### src/rtl/callret_pkg.sv
// Package: shared widths and the stack frame layout for the call/return unit.
// Assumes a 16-bit PC and a 9-bit local address space.
package callret_pkg;
    localparam int CR_PC_W  = 16;
    localparam int CR_LOC_W = 9;

    typedef enum logic {
        MODE_LOCAL  = 1'b0,
        MODE_SHARED = 1'b1
    } fetch_mode_e;

    typedef struct packed {
        logic [CR_PC_W-1:0] ret_pc;
        logic               z;
        logic               c;
        fetch_mode_e        mode;
    } frame_t;
endpackage

### src/rtl/callret_stack.sv
// Module: return-frame storage with an occupancy counter.
// Pushes are ignored when full and pops are ignored when empty.
// The top frame is read combinationally. Storage itself is not reset.
module callret_stack
    import callret_pkg::*;
#(
    parameter int DEPTH = 256
) (
    input  logic                       clk,
    input  logic                       rst_n,
    input  logic                       push,
    input  logic                       pop,
    input  frame_t                     wr_frame,
    output frame_t                     top_frame,
    output logic [$clog2(DEPTH+1)-1:0] count,
    output logic                       full,
    output logic                       empty
);
    localparam int CNT_W = $clog2(DEPTH + 1);
    localparam int AW    = (DEPTH > 1) ? $clog2(DEPTH) : 1;
    localparam logic [CNT_W-1:0] CNT_MAX = CNT_W'(DEPTH);

    frame_t           mem [DEPTH];
    logic [CNT_W-1:0] cnt_q;
    logic [AW-1:0]    wr_idx;
    logic [AW-1:0]    top_idx;
    logic             do_push;
    logic             do_pop;

    assign full    = (cnt_q == CNT_MAX);
    assign empty   = (cnt_q == '0);
    assign count   = cnt_q;
    assign do_push = push && !full && !pop;
    assign do_pop  = pop && !empty;
    assign wr_idx  = AW'(cnt_q);
    assign top_idx = AW'(cnt_q - CNT_W'(1));
    assign top_frame = mem[top_idx];

    // Track the number of frames held.
    always_ff @(posedge clk) begin
        if (!rst_n)       cnt_q <= '0;
        else if (do_pop)  cnt_q <= cnt_q - CNT_W'(1);
        else if (do_push) cnt_q <= cnt_q + CNT_W'(1);
    end

    // Write a pushed frame into the next free slot.
    always_ff @(posedge clk) begin
        if (do_push) mem[wr_idx] <= wr_frame;
    end


    stk_full_hold_chk: assert property (@(posedge clk) disable iff (!rst_n)
        (push && !pop && full) |=> (cnt_q == CNT_MAX));

    stk_empty_hold_chk: assert property (@(posedge clk) disable iff (!rst_n)
        (pop && empty) |=> (cnt_q == '0));

    stk_bound_chk: assert property (@(posedge clk) disable iff (!rst_n)
        cnt_q <= CNT_MAX);
endmodule

### src/rtl/callret_pcsel.sv
// Module: combinational selection of the next PC, mode and stack action.
// Priority: return (stack or sentinel link), link jump, call, jump, advance.
// Assumes that at most one frame moves per cycle.
module callret_pcsel
    import callret_pkg::*;
(
    input  logic [CR_PC_W-1:0]  pc_q,
    input  fetch_mode_e         mode_q,
    input  logic                call_req,
    input  logic                ret_req,
    input  logic                lret_req,
    input  logic [CR_LOC_W-1:0] link_addr,
    input  logic                jmp_req,
    input  logic                adv_req,
    input  logic [CR_PC_W-1:0]  tgt_addr,
    input  fetch_mode_e         tgt_mode,
    input  logic                flag_z_in,
    input  logic                flag_c_in,
    input  frame_t              top_frame,
    input  logic                stk_empty,
    input  logic                stk_full,
    output logic                do_push,
    output logic                do_pop,
    output frame_t              push_frame,
    output logic [CR_PC_W-1:0]  pc_nxt,
    output fetch_mode_e         mode_nxt,
    output logic                flags_ld,
    output logic                ovf_evt,
    output logic                unf_evt,
    output logic                cfl_evt
);
    localparam logic [CR_LOC_W-1:0] RESUME_SHARED = '1;

    logic               pop_path;
    logic               link_path;
    logic [CR_PC_W-1:0] step_pc;

    // Confine an address to the local space when the mode is local.
    function automatic logic [CR_PC_W-1:0] fit(input logic [CR_PC_W-1:0] a,
                                               input fetch_mode_e m);
        return (m == MODE_LOCAL) ? {{(CR_PC_W-CR_LOC_W){1'b0}}, a[CR_LOC_W-1:0]} : a;
    endfunction

    assign pop_path  = ret_req || (lret_req && (link_addr == RESUME_SHARED));
    assign link_path = lret_req && (link_addr != RESUME_SHARED);
    assign step_pc   = fit(CR_PC_W'(pc_q + CR_PC_W'(1)), mode_q);
    assign cfl_evt   = call_req && (ret_req || lret_req);

    // Choose the single action for this cycle and its result.
    always_comb begin
        do_push    = 1'b0;
        do_pop     = 1'b0;
        flags_ld   = 1'b0;
        ovf_evt    = 1'b0;
        unf_evt    = 1'b0;
        pc_nxt     = pc_q;
        mode_nxt   = mode_q;
        push_frame = '{ret_pc: step_pc, z: flag_z_in, c: flag_c_in, mode: mode_q};
        if (pop_path) begin
            if (stk_empty) begin
                unf_evt = 1'b1;
            end else begin
                do_pop   = 1'b1;
                flags_ld = 1'b1;
                pc_nxt   = top_frame.ret_pc;
                mode_nxt = top_frame.mode;
            end
        end else if (link_path) begin
            pc_nxt   = {{(CR_PC_W-CR_LOC_W){1'b0}}, link_addr};
            mode_nxt = MODE_LOCAL;
        end else if (call_req) begin
            if (stk_full) begin
                ovf_evt = 1'b1;
            end else begin
                do_push  = 1'b1;
                pc_nxt   = fit(tgt_addr, tgt_mode);
                mode_nxt = tgt_mode;
            end
        end else if (jmp_req) begin
            pc_nxt   = fit(tgt_addr, tgt_mode);
            mode_nxt = tgt_mode;
        end else if (adv_req) begin
            pc_nxt = step_pc;
        end
    end
endmodule

### src/rtl/callret_unit.sv
// Module: top of the dual-mode call/return unit. It holds the PC, the mode,
// the restored flags, the error pulses and the capture register, and
// instantiates the stack and the next-PC selector.
// Assumes requests are held stable around the rising clock edge.
module callret_unit
    import callret_pkg::*;
#(
    parameter int DEPTH = 256
) (
    input  logic                       clk,
    input  logic                       rst_n,
    input  logic                       call_req,
    input  logic                       ret_req,
    input  logic                       lret_req,
    input  logic [8:0]                 link_addr,
    input  logic                       jmp_req,
    input  logic                       adv_req,
    input  logic                       cap_req,
    input  logic [15:0]                tgt_addr,
    input  logic                       tgt_mode,
    input  logic                       flag_z_in,
    input  logic                       flag_c_in,
    output logic [15:0]                pc,
    output logic                       cur_mode,
    output logic                       flag_z,
    output logic                       flag_c,
    output logic [$clog2(DEPTH+1)-1:0] depth,
    output logic                       stk_empty,
    output logic                       stk_full,
    output logic                       ovf_err,
    output logic                       unf_err,
    output logic                       cfl_err,
    output logic [15:0]                cap_pc
);
    localparam int CNT_W = $clog2(DEPTH + 1);

    logic [CR_PC_W-1:0] pc_q, pc_nxt;
    fetch_mode_e        mode_q, mode_nxt;
    frame_t             top_frame, push_frame;
    logic               do_push, do_pop, flags_ld;
    logic               ovf_evt, unf_evt, cfl_evt;
    logic               z_q, c_q;
    logic [CNT_W-1:0]   cnt;
    logic               full_w, empty_w;

    callret_stack #(.DEPTH(DEPTH)) i_stack (
        .clk       (clk),
        .rst_n     (rst_n),
        .push      (do_push),
        .pop       (do_pop),
        .wr_frame  (push_frame),
        .top_frame (top_frame),
        .count     (cnt),
        .full      (full_w),
        .empty     (empty_w)
    );

    callret_pcsel i_pcsel (
        .pc_q       (pc_q),
        .mode_q     (mode_q),
        .call_req   (call_req),
        .ret_req    (ret_req),
        .lret_req   (lret_req),
        .link_addr  (link_addr),
        .jmp_req    (jmp_req),
        .adv_req    (adv_req),
        .tgt_addr   (tgt_addr),
        .tgt_mode   (fetch_mode_e'(tgt_mode)),
        .flag_z_in  (flag_z_in),
        .flag_c_in  (flag_c_in),
        .top_frame  (top_frame),
        .stk_empty  (empty_w),
        .stk_full   (full_w),
        .do_push    (do_push),
        .do_pop     (do_pop),
        .push_frame (push_frame),
        .pc_nxt     (pc_nxt),
        .mode_nxt   (mode_nxt),
        .flags_ld   (flags_ld),
        .ovf_evt    (ovf_evt),
        .unf_evt    (unf_evt),
        .cfl_evt    (cfl_evt)
    );

    // Register the PC and the fetch mode.
    always_ff @(posedge clk) begin
        if (!rst_n) begin
            pc_q   <= '0;
            mode_q <= MODE_LOCAL;
        end else begin
            pc_q   <= pc_nxt;
            mode_q <= mode_nxt;
        end
    end

    // Load the flags restored by a pop.
    always_ff @(posedge clk) begin
        if (!rst_n) begin
            z_q <= 1'b0;
            c_q <= 1'b0;
        end else if (flags_ld) begin
            z_q <= top_frame.z;
            c_q <= top_frame.c;
        end
    end

    // Turn each error event into a one-cycle pulse.
    always_ff @(posedge clk) begin
        if (!rst_n) begin
            ovf_err <= 1'b0;
            unf_err <= 1'b0;
            cfl_err <= 1'b0;
        end else begin
            ovf_err <= ovf_evt;
            unf_err <= unf_evt;
            cfl_err <= cfl_evt;
        end
    end

    // Capture the current PC for PC-relative lookups.
    always_ff @(posedge clk) begin
        if (!rst_n)       cap_pc <= '0;
        else if (cap_req) cap_pc <= pc_q;
    end

    assign pc        = pc_q;
    assign cur_mode  = mode_q;
    assign flag_z    = z_q;
    assign flag_c    = c_q;
    assign depth     = cnt;
    assign stk_empty = empty_w;
    assign stk_full  = full_w;


    cfl_pulse_chk: assert property (@(posedge clk) disable iff (!rst_n)
        (call_req && (ret_req || lret_req)) |=> cfl_err);

    local_upper_zero_chk: assert property (@(posedge clk) disable iff (!rst_n)
        (mode_q == MODE_LOCAL) |-> (pc_q[CR_PC_W-1:CR_LOC_W] == '0));

    unf_hold_pc_chk: assert property (@(posedge clk) disable iff (!rst_n)
        (ret_req && empty_w) |=> ($stable(pc_q) && unf_err));

    ovf_hold_pc_chk: assert property (@(posedge clk) disable iff (!rst_n)
        (call_req && !ret_req && !lret_req && full_w) |=> ($stable(pc_q) && ovf_err));

    one_move_chk: assert property (@(posedge clk) disable iff (!rst_n)
        $countones({do_push, do_pop}) <= 1);
endmodule

### config.mk
export PLATFORM = sky130hd
export DESIGN_NAME = callret_unit
export DESIGN_NICKNAME = d
export VERILOG_FILES = /design/src/rtl/callret_pkg.sv /design/src/rtl/callret_stack.sv /design/src/rtl/callret_pcsel.sv /design/src/rtl/callret_unit.sv
export SDC_FILE = /design/constraint.sdc
export NUM_CORES = 2
export LEC_CHECK = 0
export BUFFER_PORTS_ARGS = -buffer_cell sky130_fd_sc_hd__buf_4
export CAP_MARGIN = 25
export CELL_PAD_IN_SITES_DETAIL_PLACEMENT = 1
export CELL_PAD_IN_SITES_GLOBAL_PLACEMENT = 2
export CORE_MARGIN = 3
export CORE_UTILIZATION = 52
export CTS_CLUSTER_DIAMETER = 80
export DETAILED_ROUTE_END_ITERATION = 8
export PLACE_DENSITY_LB_ADDON = 0.1
export SETUP_SLACK_MARGIN = 0.1
export SYNTH_ARGS = -nofsm -noshare
export SYNTH_HDL_FRONTEND = slang
export SYNTH_MEMORY_MAX_BITS = 65536
export SYNTH_SLANG_ARGS = --single-unit
### constraint.sdc
create_clock -name clk -period 14.5 [get_ports clk]
set_input_delay 2.9 -clock clk [delete_from_list [all_inputs] [get_ports clk]]
set_output_delay 2.9 -clock clk [all_outputs]
set_load 0.01 [all_outputs]
# Word level (Yosys, flattened, before mapping)

Memories as Yosys holds them, arrays and structs flattened.
Index checks and enable logic that the tools add are counted.

$add $sub $neg: 3
Eq/ne operators: 5
Multiplexer cells: 27
Bitwise operators: 2
Reduce and logical (&&, ||, !) cells: 19

Operators with widths:

| cell                  | count |
|---|---|
| $mux 16               | 9 |
| $eq 9x9->1 const B    | 2 |
| $mux 9                | 2 |
| $add 16x1->16 const B | 1 |
| $mux 1                | 16 |
| $add 9x1->9 const B   | 1 |
| $logic_not 9->1       | 1 |
| $ne 9x9->1 const B    | 1 |
| $sub 9x1->9 const B   | 1 |
| $logic_and 1x1->1     | 6 |
| $reduce_and 3->1      | 2 |
| $reduce_bool 5->1     | 1 |
| $ne 4x2->1 const B    | 1 |
| $reduce_bool 4->1     | 1 |
| $reduce_or 4->1       | 1 |
| $logic_not 1->1       | 3 |
| $logic_or 1x1->1      | 2 |
| $ne 2x2->1 const B    | 1 |
| $not 1->1             | 2 |
| $reduce_and 2->1      | 1 |
| $reduce_bool 2->1     | 1 |

Bits in registers: 47
RAM bits: 4864
Input bits: 36
Output and inout port bits: 49
Memories kept: 1

Memory list:

| memory      | words | width | read ports | clocked after memory_dff | write ports | line                | text |
|---|---|---|---|---|---|---|---|
| i_stack.mem | 256   | 19    | 1          | 0                        | 1           | callret_stack.sv:23 | `frame_t mem [DEPTH];` |

# Logic depth before layout (Yosys ltp)

Depth after elaboration: 9
Depth in mapped cells: 24
Depth with buffers taken out: 11

# Hierarchy

A second synthesis with hierarchy kept.

Cells, all modules: 8321
Area total of the unflattened synthesis: 186636.5 um^2

Modules (own cells, without submodules):

| module        | times used | cells an instance | area an instance (um^2) |
|---|---|---|---|
| callret_stack | 1          | 7988              | 183853.8 |
| callret_pcsel | 1          | 233               | 1554.0 |
| callret_unit  | 1          | 100               | 1228.7 |

# Least setup slack after synthesis

OpenSTA, ideal clock, no wires.

Kind: reg2reg
Start point: reg pc_q[0], in the netlist pc[0]
End point: reg pc_q[8], in the netlist pc[8]
Library setup time: 0.060 ns
Data arrival time: 10.151 ns
Path slack: 4.289 ns
Cell stages (with the launch flop): 10
Buffers on the path: 0
Period minus slack after synthesis: 10.211 ns
Path through: dfxtp_1 -> ha_1 -> and4_1 -> nand4_1 -> xnor2_1 -> mux2_2 -> a221oi_1 -> a311o_1 -> a311oi_1 -> a32o_1

RTL lines:

| item                   | line               | text |
|---|---|---|
| from (decl)            | callret_unit.sv:37 | `logic [CR_PC_W-1:0] pc_q, pc_nxt;` |
| from (signal assigned) | callret_unit.sv:91 | `pc_q <= pc_nxt;` |

# Final worst setup path

Start point: reg i_stack.cnt_q[0], in the netlist i_stack.count[0]
End point: out stk_empty

Longest elaborated chain between the ends: 1

Ends and longest elaborated chain:

| item                   | line                | text |
|---|---|---|
| from (decl)            | callret_stack.sv:24 | `logic [CNT_W-1:0] cnt_q;` |
| from (signal assigned) | callret_stack.sv:42 | `else if (do_pop) cnt_q <= cnt_q - CNT_W'(1);` |
| from (signal assigned) | callret_stack.sv:43 | `else if (do_push) cnt_q <= cnt_q + CNT_W'(1);` |
| $logic_not 9->1        | callret_stack.sv:31 | `assign empty = (cnt_q == '0);` |
| to (decl)              | callret_unit.sv:28  | `output logic stk_empty,` |

Every way passes these cells.

==> impl_metrics.py <==
metrics = {
    "route": {
        "drc": 0,
        "dr.first_iter.drc_count": 13300,
        "wl_per_cell_um": 39.9,
        "vias": 93100,
        "vias_per_cell": 6.61,
        "postRouteAntennaNets": 0,
        "wirelength_um": 562000,
        "dr.pass1.iters": 6,
    },
    "synth": {
        "synthArstFlopShare_pct": 0,
        "synth.largest_area_cell": "edfxtp_1",
        "synthCells": 8254,
        "synth_area_leaders": "edfxtp_1, mux4_2, nand2_1, nor2_1, dfxtp_1",
        "syn_avg_cell_area_um2": 23.0,
        "synth.cell_area_um2": 190000,
        "ys_seq_area_share_pct": 77.5,
        "synth.distinct_cells": 86,
        "synth_seq_cells": 4911,
        "yosys_most_used_dff": "edfxtp_1",
        "yosysTopAreaCellShare_pct": 77.0,
        "synthesis.nets": 8295,
        "synth_edf_count": 4864,
        "ys_warn_count": 0,
    },
    "floorplanning": {
        "io_pins": 85,
        "die_y_um": 610,
        "die_x_um": 610,
        "fp.dieArea_um2": 372000,
        "core_region_area_um2": 363000,
        "core.rowCount": 221,
        "start_util_pct": 52.3,
    },
    "timing": {
        "setup_violations": 0,
        "period_share_pct": 46.7,
        "tightest_slew_ns": 1.38,
        "fmax_mhz": 148,
        "fin_tns_setup_ns": 0,
        "min_period_ns": 6.77,
        "slew-limit-headroom_pct": 7.85,
        "report.final.slew_viol_count": 0,
        "hold_violations": 0,
        "grt_setup_unrepaired": "false",
        "fin_skew_ns": 0.0541,
    },
    "power_and_ir_drop": {
        "pwr_density_cell_nw_per_um2": 233,
        "pwr-share-comb_pct": 40.9,
        "leakage_nw": 67.8,
        "seqPwrFrac_pct": 33.3,
        "clockPowerShare_pct": 25.7,
        "p_sw_mw": 19.1,
        "internal-power_mw": 31.3,
        "switching_share_pct": 37.8,
        "total_power_mw": 50.4,
        "ir_drop_v": 0.000365,
    },
    "min_path": {
        "holdPathStages": 1,
        "hold_path_class": "flip-flop to flip-flop",
    },
    "layout": {
        "area_growth_syn_to_layout_pct": 14.2,
        "num-fill-cells": 29200,
        "multi_input_area_um2": 41000,
        "seqCellArea_um2": 147000,
        "drive_above_1_share_pct": 32.8,
        "finalNetCount": 8907,
    },
    "cts": {
        "hold_buffers": 0,
        "cts-root-buf": "clkbuf_16",
        "ctsResizeCount": 0,
        "cts_max_level": 6,
        "cts_tree": "done",
        "clkLatencyLatePin_ns": 1.03,
        "cts.sinks": 4911,
        "cts_setup_buffers": 0,
        "cts_buffer_depth": 4,
        "cts.clk_slew.worst_paths_ns": 0.06,
        "cts-buffers-inserted": 521,
    },
    "placement": {
        "gp_congestion": 0.874,
        "hpwlAfterDp_um": 340000,
        "port_buffers": 84,
    },
    "global_routing": {
        "overflow": 0,
        "antenna_found_initial": 38,
        "grt_use_total_pct": 30.2,
        "grt_pass1_vias": 94700,
        "grt_max_degree": 183,
        "grt_pass1_wl_um": 779000,
    },
    "setup_path": {
        "cp.required_ns": 11.60,
        "cp-start-kind": "flip-flop",
        "reg2regPathDepth": 10,
        "path_max_fanout": 34,
        "critPathKind": "flip-flop to output port",
        "arrival_ns": 3.87,
        "end_kind": "output port",
    },
    "run": {
        "maxCapViolations": 0,
    },
    "outcome": {
        "status": "completed",
    },
}
-- cell type report --
class / count / area share (%)
repair buffers: 563 / 2.77
clock buffers: 664 / 6.49
inverters: 10 / 0.0208
well taps: 4794 / 2.77
diodes: 20 / 0.0231
clock inverters: 261 / 1.11
multi-input cells: 2859 / 18.9
flip-flops and latches: 4911 / 67.9
-- synthesized netlist by cell type, drive strengths merged, types with 11 or more instances --
cell type	number
edfxtp	4864
o2111ai	16
nor2b	22
clkbuf	183
mux2i	88
o21ai	47
xnor2	13
nor2	346
nand3	109
dfxtp	47
mux4	1432
and2	17
o211ai	19
nand2	366
or3	11
nor3	26
a22oi	20
o311ai	20
o22ai	12
a21oi	69
a31oi	23
a211oi	17
nand4	38
and3	25
buf	291
-- power by group through the flow --
| stage | registers (mW) | clock network (mW) | logic [mW] |
|---|---|---|---|
| global route | 16.8 | 13.7 | 21.2 |
| floorplan | 17.4 | 0 | 11.6 |
| detailed placement | 17.1 | 0 | 20.5 |
| CTS | 16.8 | 13.1 | 20.6 |
| finish | 16.8 | 13.0 | 20.6 |
| global placement | 17.1 | 0 | 20.2 |
-- per-layer routing --
metal,GRT usage (%),up-vias,wire (um)
met4,10.9,18,23600
met3,5.18,900,49000
li1,-,36400,-
met2,46.8,4768,266000
met5,0,-,123
met1,43.8,51100,223000
-- logic make-up (layout without fill, tap and decap cells) --
| group | Yosys count | count (layout) | synth area share, % |
|---|---|---|---|
| and+or+nand+nor | 987 | 987 | 2.29 |
| other | 0 | 20 | 0 |
| xor gates and xnor gates | 21 | 21 | 0.105 |
| DFF | 4911 | 4911 | 77.5 |
| buffers and inverters | 484 | 1498 | 1.40 |
| AOI/OAI and AO/OA | 319 | 319 | 1.17 |
| adders and majority gates | 5 | 5 | 0.0330 |
| muxes | 1527 | 1527 | 17.5 |
-- flip-flops by register name, summed over array words and instances, names as in the netlist --
name,cells
i_stack.mem,4864
cap_pc,16
pc,16
i_stack.count,9
cfl_err,1
cur_mode,1
flag_c,1
flag_z,1
ovf_err,1
unf_err,1
-- placed cells by master, fill, tap and decap left out, drive strengths merged, types with 35 or more instances in the layout --
master	n
a21oi	69
buf	563
clkbuf	664
clkinv	192
dfxtp	47
edfxtp	4864
inv	35
mux2i	88
mux4	1432
nand2	366
nand3	109
nand4	38
nor2	346
o21ai	47
-- stage by stage --
stage | setup slack [ns] | cell area (um^2) | util [%] | instances | hold WS (ns)
after floorplan | 4.29 | 190000 | - | 8254 | 0.487
after global placement | 7.04 | 197000 | 54.4 | 13000 | 0.482
after detailed placement | 6.90 | 198000 | 54.7 | 13000 | 0.488
after CTS | 7.67 | 215000 | 59.2 | 14000 | 0.505
after global routing | 7.47 | 217000 | 59.7 | 14100 | 0.531
final | 7.73 | 217000 | 59.7 | 14100 | 0.505
-- worst max-delay path: stages (launching register included) --
cell     delay, ns
dfxtp_4       0.55
inv_2         0.42
ha_4          0.31
or3b_4        0.53
or4_1         0.61
inv_2         0.25
buf_4         0.17
-- final timing paths --
| check | start | end | slack (ns) |
|---|---|---|---|
| worst max-delay path | i_stack.count[0] | stk_empty | 7.73 |
| worst min-delay path | pc[8] | pc[8] | 0.51 |
| worst max register to register | i_stack.count[0] | pc[8] | 7.75 |
| worst min register to register | pc[8] | pc[8] | 0.51 |
(Power assumes the default switching activity.)
